==> config.mk <==
export PLATFORM = sky130hd
export DESIGN_NAME = prog_clk_divider
export DESIGN_NICKNAME = d
export VERILOG_FILES = /design/src/rtl/pcd_pkg.sv /design/src/rtl/pcd_ratio_dec.sv /design/src/rtl/pcd_stop_ctl.sv /design/src/rtl/pcd_div_core.sv /design/src/rtl/prog_clk_divider.sv
export SDC_FILE = /design/constraint.sdc
export NUM_CORES = 1
export LEC_CHECK = 0
export BUFFER_PORTS_ARGS = -buffer_cell sky130_fd_sc_hd__buf_4
export CORE_MARGIN = 2
export CORE_UTILIZATION = 45
export DETAILED_ROUTE_END_ITERATION = 10
export PLACE_DENSITY = 0.6
export SLEW_MARGIN = 30
export SYNTH_ARGS = -nofsm -noshare
export SYNTH_HDL_FRONTEND = slang
export SYNTH_HIERARCHICAL = 1
export SYNTH_SLANG_ARGS = --single-unit
==> constraint.sdc <==
create_clock -name clk_src -period 6.8 [get_ports clk_src]
set_clock_uncertainty 0.2 [all_clocks]
set_input_delay 0 -clock clk_src [delete_from_list [all_inputs] [get_ports clk_src]]
set_output_delay 0 -clock clk_src [all_outputs]
set_load 0.05 [all_outputs]
==> src/rtl/pcd_pkg.sv <==
package pcd_pkg;

    typedef enum logic [1:0] {
        PH_STOP = 2'd0,
        PH_HI   = 2'd1,
        PH_LO   = 2'd2
    } phase_e;

    // Base divisor of one table entry; tbl 0 = {2,3,5,7}, tbl 1 = {4,3,5,9}
    function automatic int unsigned base_div(input int unsigned tbl, input int unsigned idx);
        int unsigned r;
        case (idx)
            0:       r = (tbl == 0) ? 2 : 4;
            1:       r = 3;
            2:       r = 5;
            default: r = (tbl == 0) ? 7 : 9;
        endcase
        return r;
    endfunction

endpackage

==> src/rtl/pcd_ratio_dec.sv <==
module pcd_ratio_dec #(
    parameter int BASE_BITS  = 2,
    parameter int SCALE_BITS = 2,
    parameter int RATIO_W    = 7
) (
    input  logic [BASE_BITS+SCALE_BITS-1:0] code_i,
    input  logic                            tbl_i,
    output logic [RATIO_W-1:0]              hi_len_o,
    output logic [RATIO_W-1:0]              lo_len_o
);
    import pcd_pkg::*;

    localparam int CODE_W = BASE_BITS + SCALE_BITS;
    localparam int N_TBL  = 2;
    localparam int N_BASE = 1 << BASE_BITS;

    logic [BASE_BITS-1:0]  base_idx;
    logic [SCALE_BITS-1:0] scale;
    logic [RATIO_W-1:0]    ratio_tbl [N_TBL];
    logic [RATIO_W-1:0]    ratio;

    assign base_idx = code_i[BASE_BITS-1:0];
    assign scale    = code_i[CODE_W-1:BASE_BITS];

    for (genvar t = 0; t < N_TBL; t++) begin : g_tbl
        logic [RATIO_W-1:0] base_lut [N_BASE];
        for (genvar b = 0; b < N_BASE; b++) begin : g_base
            assign base_lut[b] = RATIO_W'(base_div(t, b));
        end
        assign ratio_tbl[t] = base_lut[base_idx] << scale;
    end

    always_comb begin
        ratio    = tbl_i ? ratio_tbl[1] : ratio_tbl[0];
        hi_len_o = ratio >> 1;
        lo_len_o = ratio - (ratio >> 1);
    end

endmodule

==> src/rtl/pcd_stop_ctl.sv <==
module pcd_stop_ctl #(
    parameter int PD_SAMPLES = 2
) (
    input  logic clk_i,
    input  logic rst_ni,
    input  logic en_i,
    input  logic pd_ni,
    output logic stop_req_o
);
    typedef struct packed {
        logic [PD_SAMPLES-1:0] pd_hist;
    } st_t;

    st_t st_d, st_q;

    always_comb begin
        st_d         = st_q;
        st_d.pd_hist = {st_q.pd_hist[PD_SAMPLES-2:0], pd_ni};
    end

    always_ff @(posedge clk_i or negedge rst_ni) begin
        if (!rst_ni) st_q <= '{pd_hist: '1};
        else         st_q <= st_d;
    end

    logic pd_req;
    assign pd_req     = (st_q.pd_hist == '0);
    assign stop_req_o = pd_req | ~en_i;

    // power-down request only after two low samples in a row
    AST_PD_TWO_SAMPLES: assert property (@(posedge clk_i) disable iff (!rst_ni)
        $rose(pd_req) |-> (!$past(pd_ni) && !$past(pd_ni, 2)));

endmodule

==> src/rtl/pcd_div_core.sv <==
module pcd_div_core #(
    parameter int RATIO_W = 7
) (
    input  logic               clk_i,
    input  logic               rst_ni,
    input  logic [RATIO_W-1:0] new_hi_i,
    input  logic [RATIO_W-1:0] new_lo_i,
    input  logic               inv_i,
    input  logic               stop_req_i,
    output logic               out_o,
    output logic               stopped_o
);
    import pcd_pkg::*;

    typedef struct packed {
        phase_e             phase;
        logic [RATIO_W-1:0] cnt;
        logic [RATIO_W-1:0] hi_len;
        logic [RATIO_W-1:0] lo_len;
        logic               out;
        logic               stopped;
    } core_t;

    core_t c_d, c_q;
    logic  nvis;

    always_comb begin
        c_d  = c_q;
        nvis = c_q.out;
        case (c_q.phase)
            PH_STOP: begin
                if (!stop_req_i) begin
                    c_d.hi_len  = new_hi_i;
                    c_d.lo_len  = new_lo_i;
                    c_d.out     = 1'b1;
                    c_d.stopped = 1'b0;
                    if (inv_i) begin
                        c_d.phase = PH_LO;
                        c_d.cnt   = new_lo_i - 1'b1;
                    end else begin
                        c_d.phase = PH_HI;
                        c_d.cnt   = new_hi_i - 1'b1;
                    end
                end
            end
            PH_HI: begin
                if (c_q.cnt != '0) begin
                    c_d.cnt = c_q.cnt - 1'b1;
                end else begin
                    c_d.phase = PH_LO;
                    c_d.cnt   = c_q.lo_len - 1'b1;
                end
            end
            default: begin
                if (c_q.cnt != '0) begin
                    c_d.cnt = c_q.cnt - 1'b1;
                end else begin
                    // period boundary: pick up the current code
                    c_d.phase  = PH_HI;
                    c_d.hi_len = new_hi_i;
                    c_d.lo_len = new_lo_i;
                    c_d.cnt    = new_hi_i - 1'b1;
                end
            end
        endcase

        if (c_q.phase != PH_STOP) begin
            nvis    = (c_d.phase == PH_HI) ^ inv_i;
            c_d.out = nvis;
            // park unless the visible output is high and stays high
            if (stop_req_i && !(c_q.out && nvis)) begin
                c_d.phase   = PH_STOP;
                c_d.cnt     = '0;
                c_d.out     = 1'b0;
                c_d.stopped = 1'b1;
            end
        end
    end

    always_ff @(posedge clk_i or negedge rst_ni) begin
        if (!rst_ni) begin
            c_q <= '{phase: PH_STOP, cnt: '0, hi_len: '0, lo_len: '0,
                     out: 1'b0, stopped: 1'b1};
        end else begin
            c_q <= c_d;
        end
    end

    assign out_o     = c_q.out;
    assign stopped_o = c_q.stopped;

    AST_HI_CNT_BOUND: assert property (@(posedge clk_i) disable iff (!rst_ni)
        (c_q.phase == PH_HI) |-> (c_q.cnt < c_q.hi_len));

    AST_LO_CNT_BOUND: assert property (@(posedge clk_i) disable iff (!rst_ni)
        (c_q.phase == PH_LO) |-> (c_q.cnt < c_q.lo_len));

    AST_RATIO_HOLD: assert property (@(posedge clk_i) disable iff (!rst_ni)
        (c_q.phase == PH_HI) |=> ($stable(c_q.hi_len) && $stable(c_q.lo_len)));

    AST_STOP_AT_FALL: assert property (@(posedge clk_i) disable iff (!rst_ni)
        ($rose(c_q.stopped) && $past(c_q.out)) |-> ($past(c_q.cnt) == '0));

    AST_RESTART_HIGH: assert property (@(posedge clk_i) disable iff (!rst_ni)
        $fell(c_q.stopped) |-> c_q.out);

endmodule

==> src/rtl/prog_clk_divider.sv <==
module prog_clk_divider #(
    parameter int BASE_BITS  = 2,
    parameter int SCALE_BITS = 2,
    parameter int RATIO_W    = 7,
    parameter int PD_SAMPLES = 2
) (
    input  logic       clk_src,
    input  logic       rst_n,
    input  logic [3:0] ratio_code,
    input  logic       tbl_sel,
    input  logic       out_en,
    input  logic       out_inv,
    input  logic       pd_n,
    output logic       clk_div_o,
    output logic       stopped_o
);
    logic [RATIO_W-1:0] new_hi, new_lo;
    logic               stop_req;

    pcd_ratio_dec #(
        .BASE_BITS (BASE_BITS),
        .SCALE_BITS(SCALE_BITS),
        .RATIO_W   (RATIO_W)
    ) u_dec (
        .code_i  (ratio_code[BASE_BITS+SCALE_BITS-1:0]),
        .tbl_i   (tbl_sel),
        .hi_len_o(new_hi),
        .lo_len_o(new_lo)
    );

    pcd_stop_ctl #(
        .PD_SAMPLES(PD_SAMPLES)
    ) u_stop (
        .clk_i     (clk_src),
        .rst_ni    (rst_n),
        .en_i      (out_en),
        .pd_ni     (pd_n),
        .stop_req_o(stop_req)
    );

    pcd_div_core #(
        .RATIO_W(RATIO_W)
    ) u_core (
        .clk_i     (clk_src),
        .rst_ni    (rst_n),
        .new_hi_i  (new_hi),
        .new_lo_i  (new_lo),
        .inv_i     (out_inv),
        .stop_req_i(stop_req),
        .out_o     (clk_div_o),
        .stopped_o (stopped_o)
    );

    AST_PARKED_LOW: assert property (@(posedge clk_src) disable iff (!rst_n)
        stopped_o |-> !clk_div_o);

    AST_DISABLE_PARKS: assert property (@(posedge clk_src) disable iff (!rst_n)
        ($past(!out_en) && $past(!clk_div_o)) |-> stopped_o);

endmodule

==> impl_metrics.ini <==
[outcome]
status = finished clean

[finish]
antenna_cells = 0
nFillCells = 468
area_growth_pct = 7.65
num-nets-final = 322
layout-drive-gt1-share = 0.106
final_area_um2 = 2430

[synth]
synth_top_area_cell = dfrtp_1
ys_warn_count = 6
synth_area_leaders = dfrtp_1, nand2_1, ha_1, o21ai_0, a21oi_1
synth_compound_area_frac = 0.322
synth_flop_cell = dfrtp_1
syn_avg_cell_area_um2 = 7.48
synth_simple_gate_area_frac = 0.268
ys_types = 61
synth_fp_nets = 320
synth_edf_count = 0
yosysTopAreaCellShare = 0.188
synth_fa_ha_area_frac = 0.0443
synth_xor_area_frac = 0.0543
synthArstFlopShare = 1.00
syn_area_um2 = 2260
synth-seq-cells = 20
synth.area.mux_share = 0.00886
ys_seq_area_frac = 0.223
synth_top_family_by_area = compound AO/OA/AOI/OAI gates
synthCells = 302

[clock_network]
cts_buffers = 3
clock_latency_ns = 0.26
clock_path_buffers = 2
cts_tree = built
cts.sinks = 20
postCtsHoldBufs = 4
ctsResizeCount = 0
htree_levels = 1
cts-root-buf = clkbuf_8
cts_setup_buffers = 0
clk_pin_slew_ns = 0.08

[placed_design]
io_buffers = 11
place_hpwl_um = 4270
place_area_um2 = 2320
globalplace.congestion = 0.848

[sta]
max_freq_mhz = 277
drv_slew = 0
fin_crit_ns = 3.61
setup_violations = 0
hold_violations = 0
finalSetupTns_ns = 0
rsz0062_at_grt = false
slew_headroom = 0.521
finalCritPeriodShare = 0.530
tightest_slew_ns = 0.718

[routing]
postRouteAntennaNets = 0
drt_iter0_drc = 174
post_drt_wl_per_cell_um = 16.0
route.detailed.drc = 0
drt-total-wl_um = 5930
vias = 2259
first_pass_iters = 5
drt-vias-per-instance = 6.11

[floorplan]
initial_core_util = 0.472
io_pins = 12
dieWidth_um = 74.8
dieHeight_um = 74.8
row_count = 25
coreArea_um2 = 4790
dieArea_um2 = 5600

[power]
p_switching_uw = 394
combPwrFrac = 0.549
clock_power_share = 0.149
internal_power_uw = 434
vdd_drop_max_uv = 166
p_leak_nw = 0.981
p_seq_frac = 0.302
switching_share = 0.476
power.density_nw_per_um2 = 340

[run]
maxCapViolCount = 0

[hold_path]
min_path_type = input port to asynchronous set/reset pin

[grt]
grt_max_degree = 27
grt_pass1_vias = 2012
antenna_found_initial = 0
grt_pass1_wl_um = 9840
globalRouteOverflowTotal = 0
grt_usage = 0.229

[critical_path]
critPathLaunchType = input port
worstPathBufferInverterCount = 3
slowest_stage = or4_1
required_ns = 6.79
worstPathArrival_ns = 3.60
path_delay_family = simple AND/OR/NAND/NOR gates
rrSetupSlack_ns = 4.32
critPathKind = input port to register
crit_path_end = u_core/c_q[21]
cp.depth = 17
end_kind = register
startpoint = ratio_code[2]
path_cells = buf_4, inv_1, a221oi_1, nor2_1, ha_1, inv_1, ha_1, nor2b_1, nor2b_1, o21ai_0, o211ai_1, a21oi_1, or4_1, or4_1, nand3_1, o21ai_1, a21oi_2
worstPathMaxFanout = 21
reg2reg_depth = 7
r2r-end = u_core/stopped_o
worstReg2RegStart = u_core/c_q[16]
critical-path-max-stage-delay_ns = 0.48
## cells by family (layout without fill, tap and decap cells)
logic type                 after synthesis  count (layout)
muxes                                    2               2
xor gates and xnor gates                14              14
AOI/OAI and AO/OA                      107             107
buffers and inverters                   37              38
DFF                                     20              20
and+or+nand+nor                        113             113
other                                    1               1
adders and majority gates                8               8
## metal layers
layer  up-vias  global-route usage  share of wire
li1       1106                   -              -
met1      1056               0.334           0.48
met2        89               0.352           0.45
met3         8              0.0428          0.059
met4         0              0.0476          0.013
met5         -                   0              0
## power by group through the flow
stage,logic (mW),registers [mW],clock network [mW]
after CTS,0.452,0.249,0.128
final,0.454,0.250,0.123
after global routing,0.512,0.260,0.132
after detailed placement,0.449,0.251,0
after global placement,0.451,0.254,0
after floorplan,0.364,0.235,0
## cells in the mapped netlist (3+ instances only)
| master | count |
|---|---|
| nand2_1 | 37 |
| nor2_1 | 19 |
| o21ai_0 | 19 |
| inv_1 | 18 |
| dfrtp_1 | 17 |
| a21oi_1 | 16 |
| o21ai_1 | 14 |
| nand3_1 | 10 |
| nor2b_1 | 9 |
| buf_2 | 8 |
| ha_1 | 8 |
| nor3_1 | 8 |
| o31ai_1 | 7 |
| xnor2_1 | 7 |
| xor2_1 | 7 |
| a31oi_1 | 6 |
| or4_1 | 6 |
| a221oi_1 | 5 |
| and2_1 | 5 |
| clkbuf_1 | 5 |
| or3_1 | 5 |
| a21o_1 | 4 |
| o211ai_1 | 4 |
| a211oi_2 | 3 |
| a22oi_1 | 3 |
| buf_6 | 3 |
| dfstp_2 | 3 |
| nor3b_1 | 3 |
## cell usage in the layout (no fill, tap or decap), types with 4 or more instances in the layout
cell       n
a21o_1     4
a21oi_1   16
a221oi_1   5
a31oi_1    6
and2_1     5
buf_4     12
dfrtp_1   17
ha_1       8
inv_1     18
nand2_1   37
nand3_1   10
nor2_1    19
nor2b_1    9
nor3_1     8
o211ai_1   4
o21ai_0   19
o21ai_1   14
o31ai_1    7
or3_1      5
or4_1      6
xnor2_1    7
xor2_1     7
## worst min-delay path by stage
stage / from / depth (start not counted) / slack, ns / endpoint
6_report: rst_n / 2 / 0.05 / u_stop/st_q[1]
3_3_place_gp: rst_n / 1 / -0.30 / u_core/c_q[3]
2_1_floorplan: rst_n / 0 / -0.50 / u_core/c_q[16]
4_1_cts: ratio_code[3] / 4 / 0.03 / u_core/c_q[4]
5_1_grt: rst_n / 2 / 0.07 / u_stop/st_q[1]
3_5_place_dp: rst_n / 1 / -0.30 / u_core/c_q[3]
## flip-flops by register name, indices dropped and copies added, names as in the netlist
signal            count
u_core/c_q           16
u_core/stopped_o      1
u_core/out_o          1
u_stop/st_q           2
## through the flow
stage / util / setup slack (ns) / std cells / total power [mW] / hold WS, ns
2_1_floorplan: - / 3.29 / 302 / 0.599 / -0.496
3_3_place_gp: 0.486 / 3.14 / 362 / 0.705 / -0.300
3_5_place_dp: 0.486 / 3.00 / 362 / 0.700 / -0.297
4_1_cts: 0.509 / 3.27 / 370 / 0.829 / 0.0349
5_1_grt: 0.508 / 2.79 / 370 / 0.904 / 0.0667
6_report: 0.508 / 3.19 / 370 / 0.827 / 0.0509
## cell type report
cell class / instances / area (um2) / area share
multi-input cells: 245 / 1580 / 0.650
clock inverters: 1 / 30.0 / 0.0124
clock buffers: 3 / 41.3 / 0.0170
well taps: 67 / 83.8 / 0.0345
flip-flops and latches: 20 / 504 / 0.207
repair buffers: 16 / 125 / 0.0515
inverters: 18 / 67.6 / 0.0278
Power figures use the tool's default switching activity.
